--- config.mk ---
export PLATFORM = sky130hd
export DESIGN_NAME = rst_supervisor
export DESIGN_NICKNAME = d
export VERILOG_FILES = /design/src/rtl/rstsup_pkg.sv /design/src/rtl/rstsup_sync.sv /design/src/rtl/rstsup_pulse_gen.sv /design/src/rtl/rstsup_watchdog.sv /design/src/rtl/rstsup_button.sv /design/src/rtl/rst_supervisor.sv
export SDC_FILE = /design/constraint.sdc
export NUM_CORES = 1
export LEC_CHECK = 0
export ABC_AREA = 0
export BUFFER_PORTS_ARGS = -buffer_cell sky130_fd_sc_hd__buf_2
export CAP_MARGIN = 20
export CORE_UTILIZATION = 40
export CTS_CLUSTER_SIZE = 30
export DETAILED_ROUTE_END_ITERATION = 8
export GPL_ROUTABILITY_DRIVEN = 0
export PLACE_DENSITY = 0.62
export RECOVER_POWER = 50
export REMOVE_ABC_BUFFERS = 1
export SYNTH_ARGS = -nofsm -noshare
export SYNTH_HDL_FRONTEND = slang
export SYNTH_SLANG_ARGS = --single-unit
--- constraint.sdc ---
create_clock -name clk -period 3.1 [get_ports clk]
set_clock_uncertainty 0.15 [all_clocks]
set_input_delay 0.155 -clock clk [delete_from_list [all_inputs] [get_ports clk]]
set_output_delay 0.155 -clock clk [all_outputs]
set_load 0.005 [all_outputs]
--- src/rtl/rstsup_pkg.sv ---
package rstsup_pkg;

    typedef enum logic [1:0] {
        PG_IDLE    = 2'd0,
        PG_HOLD    = 2'd1,
        PG_STRETCH = 2'd2
    } pgen_state_t;

    typedef enum logic {
        WD_PARKED = 1'b0,
        WD_RUN    = 1'b1
    } wdog_state_t;

    typedef enum logic [1:0] {
        BT_RELEASED = 2'd0,
        BT_COUNTING = 2'd1,
        BT_PRESSED  = 2'd2
    } btn_state_t;

endpackage

--- src/rtl/rstsup_sync.sv ---
module rstsup_sync #(
    parameter int              WIDTH   = 3,
    parameter logic [WIDTH-1:0] RST_VAL = '0
) (
    input  logic             clk,
    input  logic             arst_n,
    input  logic [WIDTH-1:0] d_in,
    output logic [WIDTH-1:0] q_out
);
    logic [WIDTH-1:0] stage1;
    logic [WIDTH-1:0] stage2;

    for (genvar b = 0; b < WIDTH; b++) begin : g_bit
        always_ff @(posedge clk or negedge arst_n) begin
            if (!arst_n) begin
                stage1[b] <= RST_VAL[b];
                stage2[b] <= RST_VAL[b];
            end else begin
                stage1[b] <= d_in[b];
                stage2[b] <= stage1[b];
            end
        end
    end

    assign q_out = stage2;
endmodule

--- src/rtl/rstsup_pulse_gen.sv ---
module rstsup_pulse_gen
    import rstsup_pkg::*;
#(
    parameter int PULSE_TICKS = 12_500_000
) (
    input  logic clk,
    input  logic arst_n,
    input  logic req,
    output logic in_reset
);
    localparam int CW = $clog2(PULSE_TICKS + 1);
    localparam logic [CW-1:0] LAST = CW'(PULSE_TICKS - 1);

    pgen_state_t state, state_nx;
    logic [CW-1:0] cnt, cnt_nx;

    always_comb begin
        state_nx = state;
        cnt_nx   = cnt;
        unique case (state)
            PG_IDLE: begin
                if (req) state_nx = PG_HOLD;
            end
            PG_HOLD: begin
                if (!req) begin
                    state_nx = PG_STRETCH;
                    cnt_nx   = '0;
                end
            end
            PG_STRETCH: begin
                if (req) begin
                    state_nx = PG_HOLD;
                end else if (cnt == LAST) begin
                    state_nx = PG_IDLE;
                end else begin
                    cnt_nx = cnt + CW'(1);
                end
            end
            default: state_nx = PG_HOLD;
        endcase
    end

    always_ff @(posedge clk or negedge arst_n) begin
        if (!arst_n) begin
            state <= PG_HOLD;
            cnt   <= '0;
        end else begin
            state <= state_nx;
            cnt   <= cnt_nx;
        end
    end

    always_comb begin
        in_reset = (state != PG_IDLE);
    end

    // any request parks the generator in hold on the next cycle
    assert_req_forces_hold_R10: assert property (@(posedge clk) disable iff (!arst_n)
        req |=> (state == PG_HOLD));

    // the stretch cannot end before its last count
    assert_stretch_full_width_R3: assert property (@(posedge clk) disable iff (!arst_n)
        (state == PG_STRETCH && cnt != LAST) |=> (state != PG_IDLE));
endmodule

--- src/rtl/rstsup_watchdog.sv ---
module rstsup_watchdog
    import rstsup_pkg::*;
#(
    parameter int WD_SHORT = 3_125_000,
    parameter int WD_MED   = 12_500_000,
    parameter int WD_LONG  = 30_000_000
) (
    input  logic       clk,
    input  logic       arst_n,
    input  logic       strobe_q,
    input  logic [1:0] sel,
    input  logic       in_reset,
    output logic       expire
);
    localparam int CW = $clog2(WD_LONG + 1);

    wdog_state_t state, state_nx;
    logic [CW-1:0] cnt, cnt_nx;
    logic [CW-1:0] limit_m1;
    logic          strobe_prev;
    logic          strobe_fall;
    logic          expire_nx;

    always_comb begin
        unique case (sel)
            2'd0:    limit_m1 = CW'(WD_SHORT - 1);
            2'd1:    limit_m1 = CW'(WD_MED - 1);
            default: limit_m1 = CW'(WD_LONG - 1);
        endcase
    end

    assign strobe_fall = strobe_prev & ~strobe_q;

    always_comb begin
        state_nx  = state;
        cnt_nx    = cnt;
        expire_nx = 1'b0;
        unique case (state)
            WD_PARKED: begin
                cnt_nx = '0;
                if (!in_reset) state_nx = WD_RUN;
            end
            WD_RUN: begin
                if (in_reset) begin
                    state_nx = WD_PARKED;
                    cnt_nx   = '0;
                end else if (strobe_fall) begin
                    cnt_nx = '0;
                end else if (cnt >= limit_m1) begin
                    cnt_nx    = '0;
                    expire_nx = 1'b1;
                end else begin
                    cnt_nx = cnt + CW'(1);
                end
            end
            default: state_nx = WD_PARKED;
        endcase
    end

    always_ff @(posedge clk or negedge arst_n) begin
        if (!arst_n) begin
            state       <= WD_PARKED;
            cnt         <= '0;
            strobe_prev <= 1'b0;
            expire      <= 1'b0;
        end else begin
            state       <= state_nx;
            cnt         <= cnt_nx;
            strobe_prev <= strobe_q;
            expire      <= expire_nx;
        end
    end

    // count is zero one cycle after any cycle spent in reset
    assert_cnt_cleared_in_reset_R11: assert property (@(posedge clk) disable iff (!arst_n)
        in_reset |=> (cnt == '0));

    // no expiry follows a cycle in reset
    assert_no_expire_after_reset_R11: assert property (@(posedge clk) disable iff (!arst_n)
        expire |-> !$past(in_reset));

    // the count never reaches the longest period
    assert_cnt_bounded_R6: assert property (@(posedge clk) disable iff (!arst_n)
        cnt < CW'(WD_LONG));
endmodule

--- src/rtl/rstsup_button.sv ---
module rstsup_button
    import rstsup_pkg::*;
#(
    parameter int PB_TICKS = 2_000_000
) (
    input  logic clk,
    input  logic arst_n,
    input  logic btn_low,
    output logic pb_req
);
    localparam int CW = $clog2(PB_TICKS + 1);
    localparam logic [CW-1:0] LAST = CW'(PB_TICKS - 1);

    btn_state_t state, state_nx;
    logic [CW-1:0] cnt, cnt_nx;

    always_comb begin
        state_nx = state;
        cnt_nx   = cnt;
        unique case (state)
            BT_RELEASED: begin
                if (btn_low) begin
                    state_nx = BT_COUNTING;
                    cnt_nx   = CW'(1);
                end
            end
            BT_COUNTING: begin
                if (!btn_low) begin
                    state_nx = BT_RELEASED;
                    cnt_nx   = '0;
                end else if (cnt == LAST) begin
                    state_nx = BT_PRESSED;
                end else begin
                    cnt_nx = cnt + CW'(1);
                end
            end
            BT_PRESSED: begin
                if (!btn_low) begin
                    state_nx = BT_RELEASED;
                    cnt_nx   = '0;
                end
            end
            default: state_nx = BT_RELEASED;
        endcase
    end

    always_ff @(posedge clk or negedge arst_n) begin
        if (!arst_n) begin
            state <= BT_RELEASED;
            cnt   <= '0;
        end else begin
            state <= state_nx;
            cnt   <= cnt_nx;
        end
    end

    always_comb begin
        pb_req = (state == BT_PRESSED);
    end

    // a confirmed press leaves only through release
    assert_press_exits_to_release_R8: assert property (@(posedge clk) disable iff (!arst_n)
        (state == BT_PRESSED) |=> (state == BT_PRESSED || state == BT_RELEASED));

    // the debounce count stays below its limit
    assert_debounce_bounded_R7: assert property (@(posedge clk) disable iff (!arst_n)
        cnt < CW'(PB_TICKS));
endmodule

--- src/rtl/rst_supervisor.sv ---
module rst_supervisor #(
    parameter int PULSE_TICKS = 12_500_000,
    parameter int PB_TICKS    = 2_000_000,
    parameter int WD_SHORT    = 3_125_000,
    parameter int WD_MED      = 12_500_000,
    parameter int WD_LONG     = 30_000_000
) (
    input  logic       clk,
    input  logic       arst_n,
    input  logic       supply_ok,
    input  logic       wd_strobe,
    input  logic [1:0] wd_sel,
    input  logic       pb_n,
    output logic       rst_n,
    output logic       rst
);
    localparam int NSYNC = 3;
    localparam logic [NSYNC-1:0] SYNC_RST = 3'b100;

    logic [NSYNC-1:0] sync_q;
    logic supply_q, strobe_q, pb_q;
    logic wd_expire, pb_req, req, in_reset;

    rstsup_sync #(.WIDTH(NSYNC), .RST_VAL(SYNC_RST)) u_sync (
        .clk    (clk),
        .arst_n (arst_n),
        .d_in   ({pb_n, wd_strobe, supply_ok}),
        .q_out  (sync_q)
    );

    assign supply_q = sync_q[0];
    assign strobe_q = sync_q[1];
    assign pb_q     = sync_q[2];

    rstsup_watchdog #(.WD_SHORT(WD_SHORT), .WD_MED(WD_MED), .WD_LONG(WD_LONG)) u_wdog (
        .clk      (clk),
        .arst_n   (arst_n),
        .strobe_q (strobe_q),
        .sel      (wd_sel),
        .in_reset (in_reset),
        .expire   (wd_expire)
    );

    rstsup_button #(.PB_TICKS(PB_TICKS)) u_btn (
        .clk     (clk),
        .arst_n  (arst_n),
        .btn_low (~pb_q),
        .pb_req  (pb_req)
    );

    assign req = ~supply_q | wd_expire | pb_req;

    rstsup_pulse_gen #(.PULSE_TICKS(PULSE_TICKS)) u_pgen (
        .clk      (clk),
        .arst_n   (arst_n),
        .req      (req),
        .in_reset (in_reset)
    );

    always_comb begin
        rst_n = ~in_reset;
        rst   = in_reset;
    end

    // a low synchronized supply forces reset on the next cycle
    assert_supply_low_resets_R2: assert property (@(posedge clk) disable iff (!arst_n)
        !supply_q |=> !rst_n);

    // a confirmed button press forces reset on the next cycle
    assert_button_resets_R8: assert property (@(posedge clk) disable iff (!arst_n)
        pb_req |=> !rst_n);
endmodule

==> flow_metrics.tcl <==
set metrics [dict create \
    yosys_register_bits 83 \
    initial_core_util 0.4181 \
    drv_cap 0 \
    io_pins 9 \
    synth_simple_gate_area_share 0.2743 \
    multiInputGateArea_um2 2668 \
    worst-setup-path-type "flip-flop to flip-flop" \
    max-vdd-ir-drop_uv 322.3 \
    slew_headroom 0.2277 \
    ff_latch_area_um2 2081 \
    final.hold.worst_slack_ns 0.1995 \
    detailroute.via_count 3996 \
    cts-buffers-inserted 9 \
    globalRouteTotalUtil 0.1821 \
    area_growth_syn_to_layout_pct 11.78 \
    number_of_buffers_between_clock_root_and_the_deepest_sink 2 \
    cts.clk_slew.worst_paths_ns 0.07 \
    ys.flop_type "sky130_fd_sc_hd__dfrtp_1" \
    min_from "u_sync.stage1[0]" \
    number_of_synthesized_flops_with_an_enable_pin 0 \
    internal_power_consumption_mw 2.043 \
    vias_per_cell 5.733 \
    ant_nets 0 \
    power.switching_uw 817.7 \
    source_to_sink_clock_delay_at_the_later_pin_of_the_worst_skew_pair_ns 0.34 \
    port-buffer-count 8 \
    clock_sink_count 83 \
    critical_path_required_ns 3.18 \
    timing_max_transition_violations_final 0 \
    layout_cell_share_with_drive_strength_beyond_1 0.07401 \
    r2r-end "u_pgen.cnt[19]" \
    crit_arrival_ns 2.76 \
    drtIter0Drc 220 \
    largest_area_contributor_in_the_synthesized_netlist "sky130_fd_sc_hd__dfrtp_1" \
    reg2reg_slack_ns 0.42 \
    core_region_area_um2 11660 \
    startpoint_type "flip-flop" \
    instance_count_along_the_most_critical_hold_path 0 \
    synth_area_um2 4876 \
    synth_largest_type_area_fraction 0.4106 \
    synth_top_cells_by_area "sky130_fd_sc_hd__dfrtp_1 (41%), sky130_fd_sc_hd__ha_1 (7.4%), sky130_fd_sc_hd__nand3_1 (4.3%)" \
    fin_setup_tns_ns 0 \
    setup-violations-final 0 \
    nFillCells 1105 \
    power_leakage_nw 2.307 \
    fin_ws_ns 0.4185 \
    number_of_antenna_diodes 0 \
    cts_tree "built" \
    dp_hpwl_um 7447 \
    cp_max_fo 8 \
    ys_async_sr_fraction 1.000 \
    dp_slack_ns 0.4261 \
    slew_at_the_pin_closest_to_its_max_slew_limit_ns 1.158 \
    post_synth_num_cell_types 48 \
    synth_seq_area_share 0.4267 \
    layout_worst_path_cycle_share 0.8650 \
    grt_setup_unrepaired "false" \
    yosys-mux-area-fraction 0.002053 \
    power.share.combinational 0.174 \
    wl_per_cell_um 15.19 \
    die_height_um 112.4 \
    synthesis_warning_total 0 \
    synth_common_cells "sky130_fd_sc_hd__dfrtp_1 (80), sky130_fd_sc_hd__nor2_1 (50), sky130_fd_sc_hd__nand2_1 (46), sky130_fd_sc_hd__nand3_1 (42), sky130_fd_sc_hd__o21ai_0 (34)" \
    synthMostInstantiatedCell "sky130_fd_sc_hd__dfrtp_1" \
    global_route.overflow_total 0 \
    synth-compound-area-share 0.1314 \
    grt_antenna_before_repair 0 \
    synth-adder-area-share 0.07442 \
    synth_xor_area_frac 0.06287 \
    htree_levels 3 \
    post-layout-total-power_mw 2.860 \
    hold_path.class "flip-flop to flip-flop" \
    run_status "complete, no violations" \
    pwr-share-clk 0.413 \
    detail_route.first_pass.iterations 4 \
    post-place-cells 677 \
    share_seq_of_total_power 0.412 \
    p_per_area_nw_per_um2 524.8 \
    first_pass_grt_wire_length_um 18530 \
    hold_viol 0 \
    post-route-drc-count 0 \
    post_synth.cell_area_avg_um2 9.097 \
    postRouteWirelength_um 10590 \
    critical_path.reg2reg.startpoint "u_btn.state[0]" \
    num_rows 39 \
    whs_endpoint "u_sync.q_out[0]" \
    dieArea_um2 12630 \
    finalCriticalPeriod_ns 2.681 \
    p_sw_frac 0.2859 \
    grt_pass1_vias 3916 \
    final_cells 697 \
    grt_start_max_net_pins 48 \
    synthesis.instances 536 \
    root_buffer "sky130_fd_sc_hd__clkbuf_16" \
    nNetsFinal 585 \
    worstRegToRegCells 7 \
    fmax_ghz 0.3729 \
    synth_top_family_by_area "simple AND/OR/NAND/NOR gates" \
    critPathCaptureType "flip-flop" \
    die_wd_um 112.4 \
]
[routing by layer]
layer,vias to the layer above,track usage,part of all wire
met2,37,0.3014,0.49
li1,1989,-,-
met3,10,0.03564,0.025
met4,0,0.07022,0.015
met5,-,0,0
met1,1960,0.2360,0.47
[cell usage in the layout (no fill, tap or decap), drive strengths merged, types with 7 or more instances in the layout]
cell	instances
nand4	21
nor2	51
nor3	15
ha	29
xor2	14
xnor2	21
buf	14
nor3b	13
nand3	42
dfrtp	80
a31oi	10
and3	11
o21ai	34
o31ai	19
a21oi	21
nor4	9
clkbuf	14
and4	7
nand2	46
inv	13
[flip-flops by register name, summed over array words and instances, names as in the netlist]
name,flops
u_sync.q_out,3
u_btn.cnt,21
u_btn.state,2
u_pgen.cnt,24
u_pgen.state,2
u_sync.stage1,3
u_wdog.expire,1
u_wdog.cnt,25
u_wdog.state,1
u_wdog.strobe_prev,1
[worst max path at each step]
stage | cells past startpoint | slack [ns] | endpoint | from
4_1_cts | 7 | 0.41 | u_pgen.cnt[19] | u_btn.state[0]
2_1_floorplan | 5 | 0.1 | u_btn.cnt[12] | u_btn.cnt[9]
3_5_place_dp | 7 | 0.43 | u_pgen.cnt[19] | u_btn.state[0]
6_report | 7 | 0.42 | u_pgen.cnt[19] | u_btn.state[0]
5_1_grt | 7 | 0.26 | u_pgen.cnt[23] | u_btn.state[0]
3_3_place_gp | 7 | 0.50 | u_pgen.cnt[23] | u_btn.state[0]
[stage by stage]
| step | utilization | instance area (um2) |
|---|---|---|
| 2_1_floorplan | - | 4787 |
| 3_3_place_gp | 0.4368 | 5094 |
| 3_5_place_dp | 0.4368 | 5094 |
| 4_1_cts | 0.4683 | 5461 |
| 5_1_grt | 0.4673 | 5450 |
| 6_report | 0.4673 | 5450 |
[area by class of cell]
type	instances	area share
sequential	83	0.3818
multi-input combinational	420	0.4894
clock buffer	10	0.04385
inverter	13	0.008953
timing repair buffer	22	0.02686
tap	143	0.03283
clock inverter	6	0.01630
[worst max-delay path, cell delays in order, from the launching register on]
cell                      delay [ns]
sky130_fd_sc_hd__dfrtp_1        0.39
sky130_fd_sc_hd__inv_1          0.09
sky130_fd_sc_hd__ha_1           0.29
sky130_fd_sc_hd__or3b_1         0.52
sky130_fd_sc_hd__or3_1          0.53
sky130_fd_sc_hd__nor4_1         0.38
sky130_fd_sc_hd__xnor2_1        0.16
sky130_fd_sc_hd__nor2_1         0.05
[repair_timing]
item | CTS | global route
hold endpoints to repair | 46 | 0
hold buffers | 4 | 0
buffers inserted | 0 | 0
setup endpoints to repair | 0 | 0
gates resized for setup | 0 | 0
[logic make-up after synthesis]
logic type,after synthesis
AND/OR/NAND/NOR,251
AO/OA/AOI/OAI,104
flip-flops,83
XOR/XNOR,35
buffers and inverters,33
adder cells (fa/ha/maj),29
multiplexers,1
[power by group through the flow]
stage	Combinational [mW]	Sequential [mW]	Clock [mW]
2_1_floorplan	0.337	1.19	0
3_3_place_gp	0.492	1.20	0
3_5_place_dp	0.506	1.20	0
4_1_cts	0.510	1.18	1.21
5_1_grt	0.569	1.19	1.25
6_report	0.499	1.18	1.18
No activity file was read; power rests on OpenSTA's default activity.
